$ cat src/rtl/xmem_pkg.sv
package xmem_pkg;
   typedef enum logic {
      SRC_PTR = 1'b0,
      SRC_IDX = 1'b1
   } addr_src_e;

   typedef enum logic [1:0] {
      ST_IDLE  = 2'd0,
      ST_READ  = 2'd1,
      ST_WRITE = 2'd2
   } seq_state_e;
endpackage

$ cat src/rtl/xmem_addr_gen.sv
module xmem_addr_gen #(
   parameter int ADDR_W = 24,
   parameter int BYTE_W = 8,
   parameter int IDX_W  = 8,
   localparam int HI_W  = ADDR_W - IDX_W
) (
   input  logic              clk,
   input  logic              rst,
   input  logic              load,
   input  logic              src_idx,
   input  logic [BYTE_W-1:0] ptr_page,
   input  logic [BYTE_W-1:0] ptr_hi,
   input  logic [BYTE_W-1:0] ptr_lo,
   input  logic [HI_W-1:0]   idx_upper,
   input  logic [IDX_W-1:0]  idx_reg,
   input  logic              strobe,
   output logic [ADDR_W-1:0] addr_q
);
   import xmem_pkg::*;

   logic [ADDR_W-1:0] addr_nxt;
   addr_src_e         src;

   assign src = addr_src_e'(src_idx);

   always_comb begin
      unique case (src)
         SRC_IDX: addr_nxt = {idx_upper, idx_reg};
         default: addr_nxt = {ptr_page, ptr_hi, ptr_lo};
      endcase
   end

   always_ff @(posedge clk) begin
      if (rst)       addr_q <= '0;
      else if (load) addr_q <= addr_nxt;
   end

   // address frozen while a strobe continues
   a_r5_addr_stable: assert property (@(posedge clk) disable iff (rst)
      (strobe && $past(strobe)) |-> $stable(addr_q));
endmodule

$ cat src/rtl/xmem_strobe_seq.sv
module xmem_strobe_seq #(
   parameter int STR_W       = 3,
   parameter bit FIXED_WIDTH = 1'b0
) (
   input  logic             clk,
   input  logic             rst,
   input  logic             req,
   input  logic             dir_wr,
   input  logic [STR_W-1:0] stretch,
   output logic             load,
   output logic             last,
   output logic             rd,
   output logic             wr,
   output logic             oe,
   output logic             busy,
   output logic             done
);
   import xmem_pkg::*;

   localparam int LEN_W = STR_W + 1;

   seq_state_e state;
   logic       active;

   assign active = (state != ST_IDLE);
   assign load   = req && !active;

   generate
      if (FIXED_WIDTH) begin : g_fixed
         assign last = active;
      end else begin : g_stretch
         logic [STR_W-1:0] remain;
         always_ff @(posedge clk) begin
            if (rst)                remain <= '0;
            else if (load)          remain <= stretch;
            else if (active && remain != '0) remain <= remain - 1'b1;
         end
         assign last = active && (remain == '0);
      end
   endgenerate

   always_ff @(posedge clk) begin
      if (rst) begin
         state <= ST_IDLE;
         rd    <= 1'b0;
         wr    <= 1'b0;
         oe    <= 1'b0;
         busy  <= 1'b0;
         done  <= 1'b0;
      end else begin
         done <= 1'b0;
         if (load) begin
            state <= dir_wr ? ST_WRITE : ST_READ;
            rd    <= !dir_wr;
            wr    <= dir_wr;
            oe    <= dir_wr;
            busy  <= 1'b1;
         end else if (last) begin
            state <= ST_IDLE;
            rd    <= 1'b0;
            wr    <= 1'b0;
            oe    <= 1'b0;
            busy  <= 1'b0;
            done  <= 1'b1;
         end
      end
   end

   // checker: strobe length against the captured code
   logic [LEN_W-1:0] chk_len;
   logic [LEN_W-1:0] chk_want;
   always_ff @(posedge clk) begin
      if (rst) begin
         chk_len  <= '0;
         chk_want <= '0;
      end else begin
         if (load) begin
            chk_len  <= '0;
            chk_want <= FIXED_WIDTH ? LEN_W'(1) : LEN_W'(stretch) + 1'b1;
         end else if (rd || wr) begin
            chk_len <= chk_len + 1'b1;
         end
      end
   end

   // strobe width equals code plus one
   a_r4_width: assert property (@(posedge clk) disable iff (rst)
      $fell(rd || wr) |-> (chk_len == chk_want));
   // strobes mutually exclusive
   a_r6_excl: assert property (@(posedge clk) disable iff (rst)
      !(rd && wr));
   // buffer enable tracks the write strobe
   a_r7_oe: assert property (@(posedge clk) disable iff (rst)
      oe == wr);
   // done lasts one clock, strobes imply busy
   a_r9_done_pulse: assert property (@(posedge clk) disable iff (rst)
      done |=> !done);
   a_r9_busy_cover: assert property (@(posedge clk) disable iff (rst)
      (rd || wr) |-> busy);
   a_r9_done_after: assert property (@(posedge clk) disable iff (rst)
      $fell(busy) |-> done);
endmodule

$ cat src/rtl/xmem_data_path.sv
module xmem_data_path #(
   parameter int BYTE_W = 8
) (
   input  logic              clk,
   input  logic              rst,
   input  logic              load,
   input  logic              cap,
   input  logic              wr_strobe,
   input  logic [BYTE_W-1:0] wdata,
   input  logic [BYTE_W-1:0] mem_din,
   output logic [BYTE_W-1:0] dout_q,
   output logic [BYTE_W-1:0] rdata_q
);
   always_ff @(posedge clk) begin
      if (rst) begin
         dout_q  <= '0;
         rdata_q <= '0;
      end else begin
         if (load) dout_q  <= wdata;
         if (cap)  rdata_q <= mem_din;
      end
   end

   // write data frozen across the write strobe
   a_r5_wdata_stable: assert property (@(posedge clk) disable iff (rst)
      (wr_strobe && $past(wr_strobe)) |-> $stable(dout_q));
   // read data holds when no capture
   a_r8_hold: assert property (@(posedge clk) disable iff (rst)
      !$past(cap) |-> $stable(rdata_q));
endmodule

$ cat src/rtl/xmem_stretch_if.sv
module xmem_stretch_if #(
   parameter int ADDR_W      = 24,
   parameter int BYTE_W      = 8,
   parameter int IDX_W       = 8,
   parameter int STR_W       = 3,
   parameter bit FIXED_WIDTH = 1'b0,
   localparam int HI_W       = ADDR_W - IDX_W
) (
   input  logic              clk,
   input  logic              rst,
   input  logic              acc_req,
   input  logic              acc_wr,
   input  logic              acc_src_idx,
   input  logic [BYTE_W-1:0] ptr_page,
   input  logic [BYTE_W-1:0] ptr_hi,
   input  logic [BYTE_W-1:0] ptr_lo,
   input  logic [HI_W-1:0]   idx_upper,
   input  logic [IDX_W-1:0]  idx_reg,
   input  logic [STR_W-1:0]  stretch_sel,
   input  logic [BYTE_W-1:0] acc_wdata,
   input  logic [BYTE_W-1:0] mem_din,
   output logic [ADDR_W-1:0] mem_addr,
   output logic [BYTE_W-1:0] mem_dout,
   output logic              mem_dout_en,
   output logic              mem_rd,
   output logic              mem_wr,
   output logic              acc_busy,
   output logic              acc_done,
   output logic [BYTE_W-1:0] acc_rdata
);
   if (ADDR_W != 3 * BYTE_W) begin : g_bad_addr_w
      $error("ADDR_W must hold exactly three pointer bytes");
   end
   if (IDX_W < 1 || IDX_W >= ADDR_W) begin : g_bad_idx_w
      $error("IDX_W must be between 1 and ADDR_W-1");
   end
   if (STR_W < 1) begin : g_bad_str_w
      $error("STR_W must be at least 1");
   end

   logic load;
   logic last;

   xmem_strobe_seq #(
      .STR_W       (STR_W),
      .FIXED_WIDTH (FIXED_WIDTH)
   ) u_seq (
      .clk     (clk),
      .rst     (rst),
      .req     (acc_req),
      .dir_wr  (acc_wr),
      .stretch (stretch_sel),
      .load    (load),
      .last    (last),
      .rd      (mem_rd),
      .wr      (mem_wr),
      .oe      (mem_dout_en),
      .busy    (acc_busy),
      .done    (acc_done)
   );

   xmem_addr_gen #(
      .ADDR_W (ADDR_W),
      .BYTE_W (BYTE_W),
      .IDX_W  (IDX_W)
   ) u_addr (
      .clk       (clk),
      .rst       (rst),
      .load      (load),
      .src_idx   (acc_src_idx),
      .ptr_page  (ptr_page),
      .ptr_hi    (ptr_hi),
      .ptr_lo    (ptr_lo),
      .idx_upper (idx_upper),
      .idx_reg   (idx_reg),
      .strobe    (mem_rd || mem_wr),
      .addr_q    (mem_addr)
   );

   xmem_data_path #(
      .BYTE_W (BYTE_W)
   ) u_data (
      .clk       (clk),
      .rst       (rst),
      .load      (load),
      .cap       (mem_rd && last),
      .wr_strobe (mem_wr),
      .wdata     (acc_wdata),
      .mem_din   (mem_din),
      .dout_q    (mem_dout),
      .rdata_q   (acc_rdata)
   );

   // no new cycle starts while busy
   a_r10_no_restart: assert property (@(posedge clk) disable iff (rst)
      (acc_busy && !acc_done && $past(acc_busy)) |-> $stable(mem_addr) || !acc_busy);
endmodule

$ cat config.mk
export PLATFORM = sky130hd
export DESIGN_NAME = xmem_stretch_if
export DESIGN_NICKNAME = d
export VERILOG_FILES = /design/src/rtl/xmem_pkg.sv /design/src/rtl/xmem_addr_gen.sv /design/src/rtl/xmem_strobe_seq.sv /design/src/rtl/xmem_data_path.sv /design/src/rtl/xmem_stretch_if.sv
export SDC_FILE = /design/constraint.sdc
export NUM_CORES = 1
export LEC_CHECK = 0
export BUFFER_PORTS_ARGS = -buffer_cell sky130_fd_sc_hd__buf_2
export CAP_MARGIN = 20
export CORE_MARGIN = 3
export CORE_UTILIZATION = 47
export DETAILED_ROUTE_END_ITERATION = 6
export GPL_TIMING_DRIVEN = 0
export PLACE_DENSITY = 0.9
export SLEW_MARGIN = 20
export SYNTH_ARGS = -nofsm -noshare
export SYNTH_HDL_FRONTEND = slang
export SYNTH_SLANG_ARGS = --single-unit
$ cat constraint.sdc
create_clock -name clk -period 2.1 [get_ports clk]
set_input_delay 0.21 -clock clk [delete_from_list [all_inputs] [get_ports clk]]
set_output_delay 0.21 -clock clk [all_outputs]
set_load 0.01 [all_outputs]
==> metrics.txt <==
status=finished, final reports clean; Compound-Gate Fraction of Synth Area=20.1%; Die X=around 73 um; cell family with most CP delay=buffers and inverters; clock latency at the later pin of the worst-skew pair=290 ps; Mapped Cells=211; final antenna-violating net count=0; sequential area share after synthesis=44.3%; MaxCap Viol Count=0; CTS Buf Count=5; Hold Path Class=in2reg; net switching power figure=around 600 uW; Switching Share=around 28%; GPL Wtd Cong=0.858; Design Power=2110 uW; total leakage power=0.00145 uW; Flop pwr share=47.9%; Fillers=347; initial antenna violation count=0; H-tree levels=2; final hold vios=0; Nets=roughly 410; Mapped Avg Cell Area=10.1 um2; post-synthesis mux area share=15.1%; CTS Hold Bufs=0; final worst slack=about 680 ps; YS warnings=0; post-layout min period=1420 ps; Netlist cell types=31; commonest non-fill, non-tap cells in the layout=buf_2, dfxtp_1, nor2_1, mux2i_1, a211oi_2; Slew headroom=52.4%; Post-DP HPWL=between 4 and 5 mm; die area=0.00536 mm2; fin. max-slew vios=0; worst clock skew=between 2 and 2.5 ps; TritonCTS clock tree=yes; Tightest Pin Transition=713 ps; CTS root buf=clkbuf_8; GR Overflow Total=0; core area=0.00417 mm2; Clock Tree Buf Depth=2; Crit path largest cell delay=320 ps; critical path peak fanout=10; IO Pins=~120; final setup fails=0; P&R area growth vs syn=34.8%; Post-CTS Setup Bufs=0; CP arrival=1570 ps; Crit path buffers/inverters=3; wirelength, routed=between 5 and 6 mm; Seq cells post-synth=47; Total GRT Usage=19.9%; Max Clk Rate=705 MHz; syn_nets=285; main combinational cell family by area after synthesis=compound AO/OA/AOI/OAI gates; Cell Area, Synth=around 0.0021 mm2; XOR/XNOR Fraction of Synth Area=0%; critical path cell sequence=buf_6, nor3b_2, buf_4, buf_4, a211oi_2; row count=23; WHS=145 ps; pwr/cell area=approximately 740 mW/mm2; worst vdd ir=456 uV; starting density of the core=50.9%; clk slew on worst S/H paths=80 ps; Pint=1510 uW; post-synthesis adder-cell area fraction=1.18%; CP Capture Type=flip-flop; drc violations=0; dpl cells=376; crit path kind=reg2reg; Worst Setup Start Kind=flip-flop; clk sinks=47; layout cell share with drive strength beyond 1=between 40 and 50%; drt via density=5.11; pin count of the biggest net entering global routing=14; final worst path period share=67.5%; vias in the first global route=1971; CTS resizes=0; vias post-DR=1964; clock network power share=between 20 and 30%; Worst path most repeated cell=buf_4; dpl ws=675 ps; RSZ-0062 raised after global routing=false; slowest cell on the critical path=dfxtp_1; fin cells=384; commonest non-fill, non-tap cell in the layout=buf_2; Comb pwr share=between 20% and 30%; setup TNS=0 ps; I/O Buffers=115; post-DR wirelength/cell=13.6 um; first-pass GRT wire length=around 8.3 mm; Req. time, crit path=2250 ps; drt first pass iters=4; simple-gate area share of the yosys netlist=between 10 and 15%; die height=73.2 um; DRT iter0 DRCs=49; diode count=0
-- tightest hold or removal path, cell delays in order --
cell     delay (ps)
buf_2            70
mux2i_1          50
nor2_1           70
-- kinds of logic after synthesis --
logic type | count (synthesis)
AO/OA/AOI/OAI | 44
adder cells (fa/ha/maj) | 2
buffers and inverters | 20
flip-flops | 47
multiplexers | 32
AND/OR/NAND/NOR | 66
-- power by group through the flow --
stage	Sequential [uW]	Clock [uW]	Combinational, uW
floorplan	1060	0	291
global placement	1030	0	506
detailed placement	1030	0	526
CTS	1010	598	527
global route	1020	632	575
finish	1010	578	520
-- metrics by stage --
stage                     utilization (%)  instance area, um2
after global placement               66.2                2760
after detailed placement             66.2                2760
after CTS                            68.6                2860
final                                68.6                2860
after floorplan                         -                2120
after global routing                 68.6                2860
-- registers in the layout, summed over array words and instances, names as in the netlist --
register                flops
u_addr.addr_q              24
u_data.dout_q               8
u_data.rdata_q              8
u_seq.g_stretch.remain      3
u_seq.state                 2
u_seq.busy                  1
u_seq.done                  1
-- routing by layer --
metal  part of all wire (%)  track usage, %
met4                   0.36            4.92
met5                      0               0
met2                     52            37.8
met3                    9.4            6.75
met1                     38            20.5
-- synth_stat cells, drive strengths merged --
cell	instances	area share, %
ha	2	1.2
o21bai	1	0.35
a21oi	10	2.4
a32oi	1	0.41
nand2	16	2.8
mux2i	32	15
nand2b	2	0.59
a211oi	24	14
o31ai	2	0.71
clkbuf	2	0.35
a311oi	1	0.41
inv	2	0.35
nand3	1	0.24
or3b	1	0.53
nor3b	1	0.59
nand4bb	1	0.53
nor2	39	7.0
nor2b	2	0.59
o32a	1	0.47
o21ai	2	0.47
or2	1	0.29
buf	16	4.8
nor3	1	0.24
a22oi	1	0.35
dfxtp	47	44
nand3b	1	0.35
a2bb2oi	1	0.41
-- final cells by class --
cell class,instances,area [um2],share of cell area (%)
Multi-Input combinational cell,144,1060,37.2
Sequential cell,47,941,32.9
Timing Repair Buffer,115,576,20.1
Buffer,18,110,3.85
Clock buffer,8,100,3.50
Tap cell,50,62.6,2.19
Inverter,2,7.51,0.262
-- worst paths after layout --
kind / depth (start not counted) / startpoint / slack (ps) / endpoint
worst max-delay path: 5 / u_seq.state[0] / 680 / u_addr.addr_q[19]
worst max register to register: 5 / u_seq.state[0] / 680 / u_addr.addr_q[19]
worst min register to register: 2 / u_data.dout_q[2] / 460 / u_data.dout_q[2]
worst min-delay path: 3 / mem_din[5] / 140 / u_data.rdata_q[5]
(Power assumes the default switching activity.)
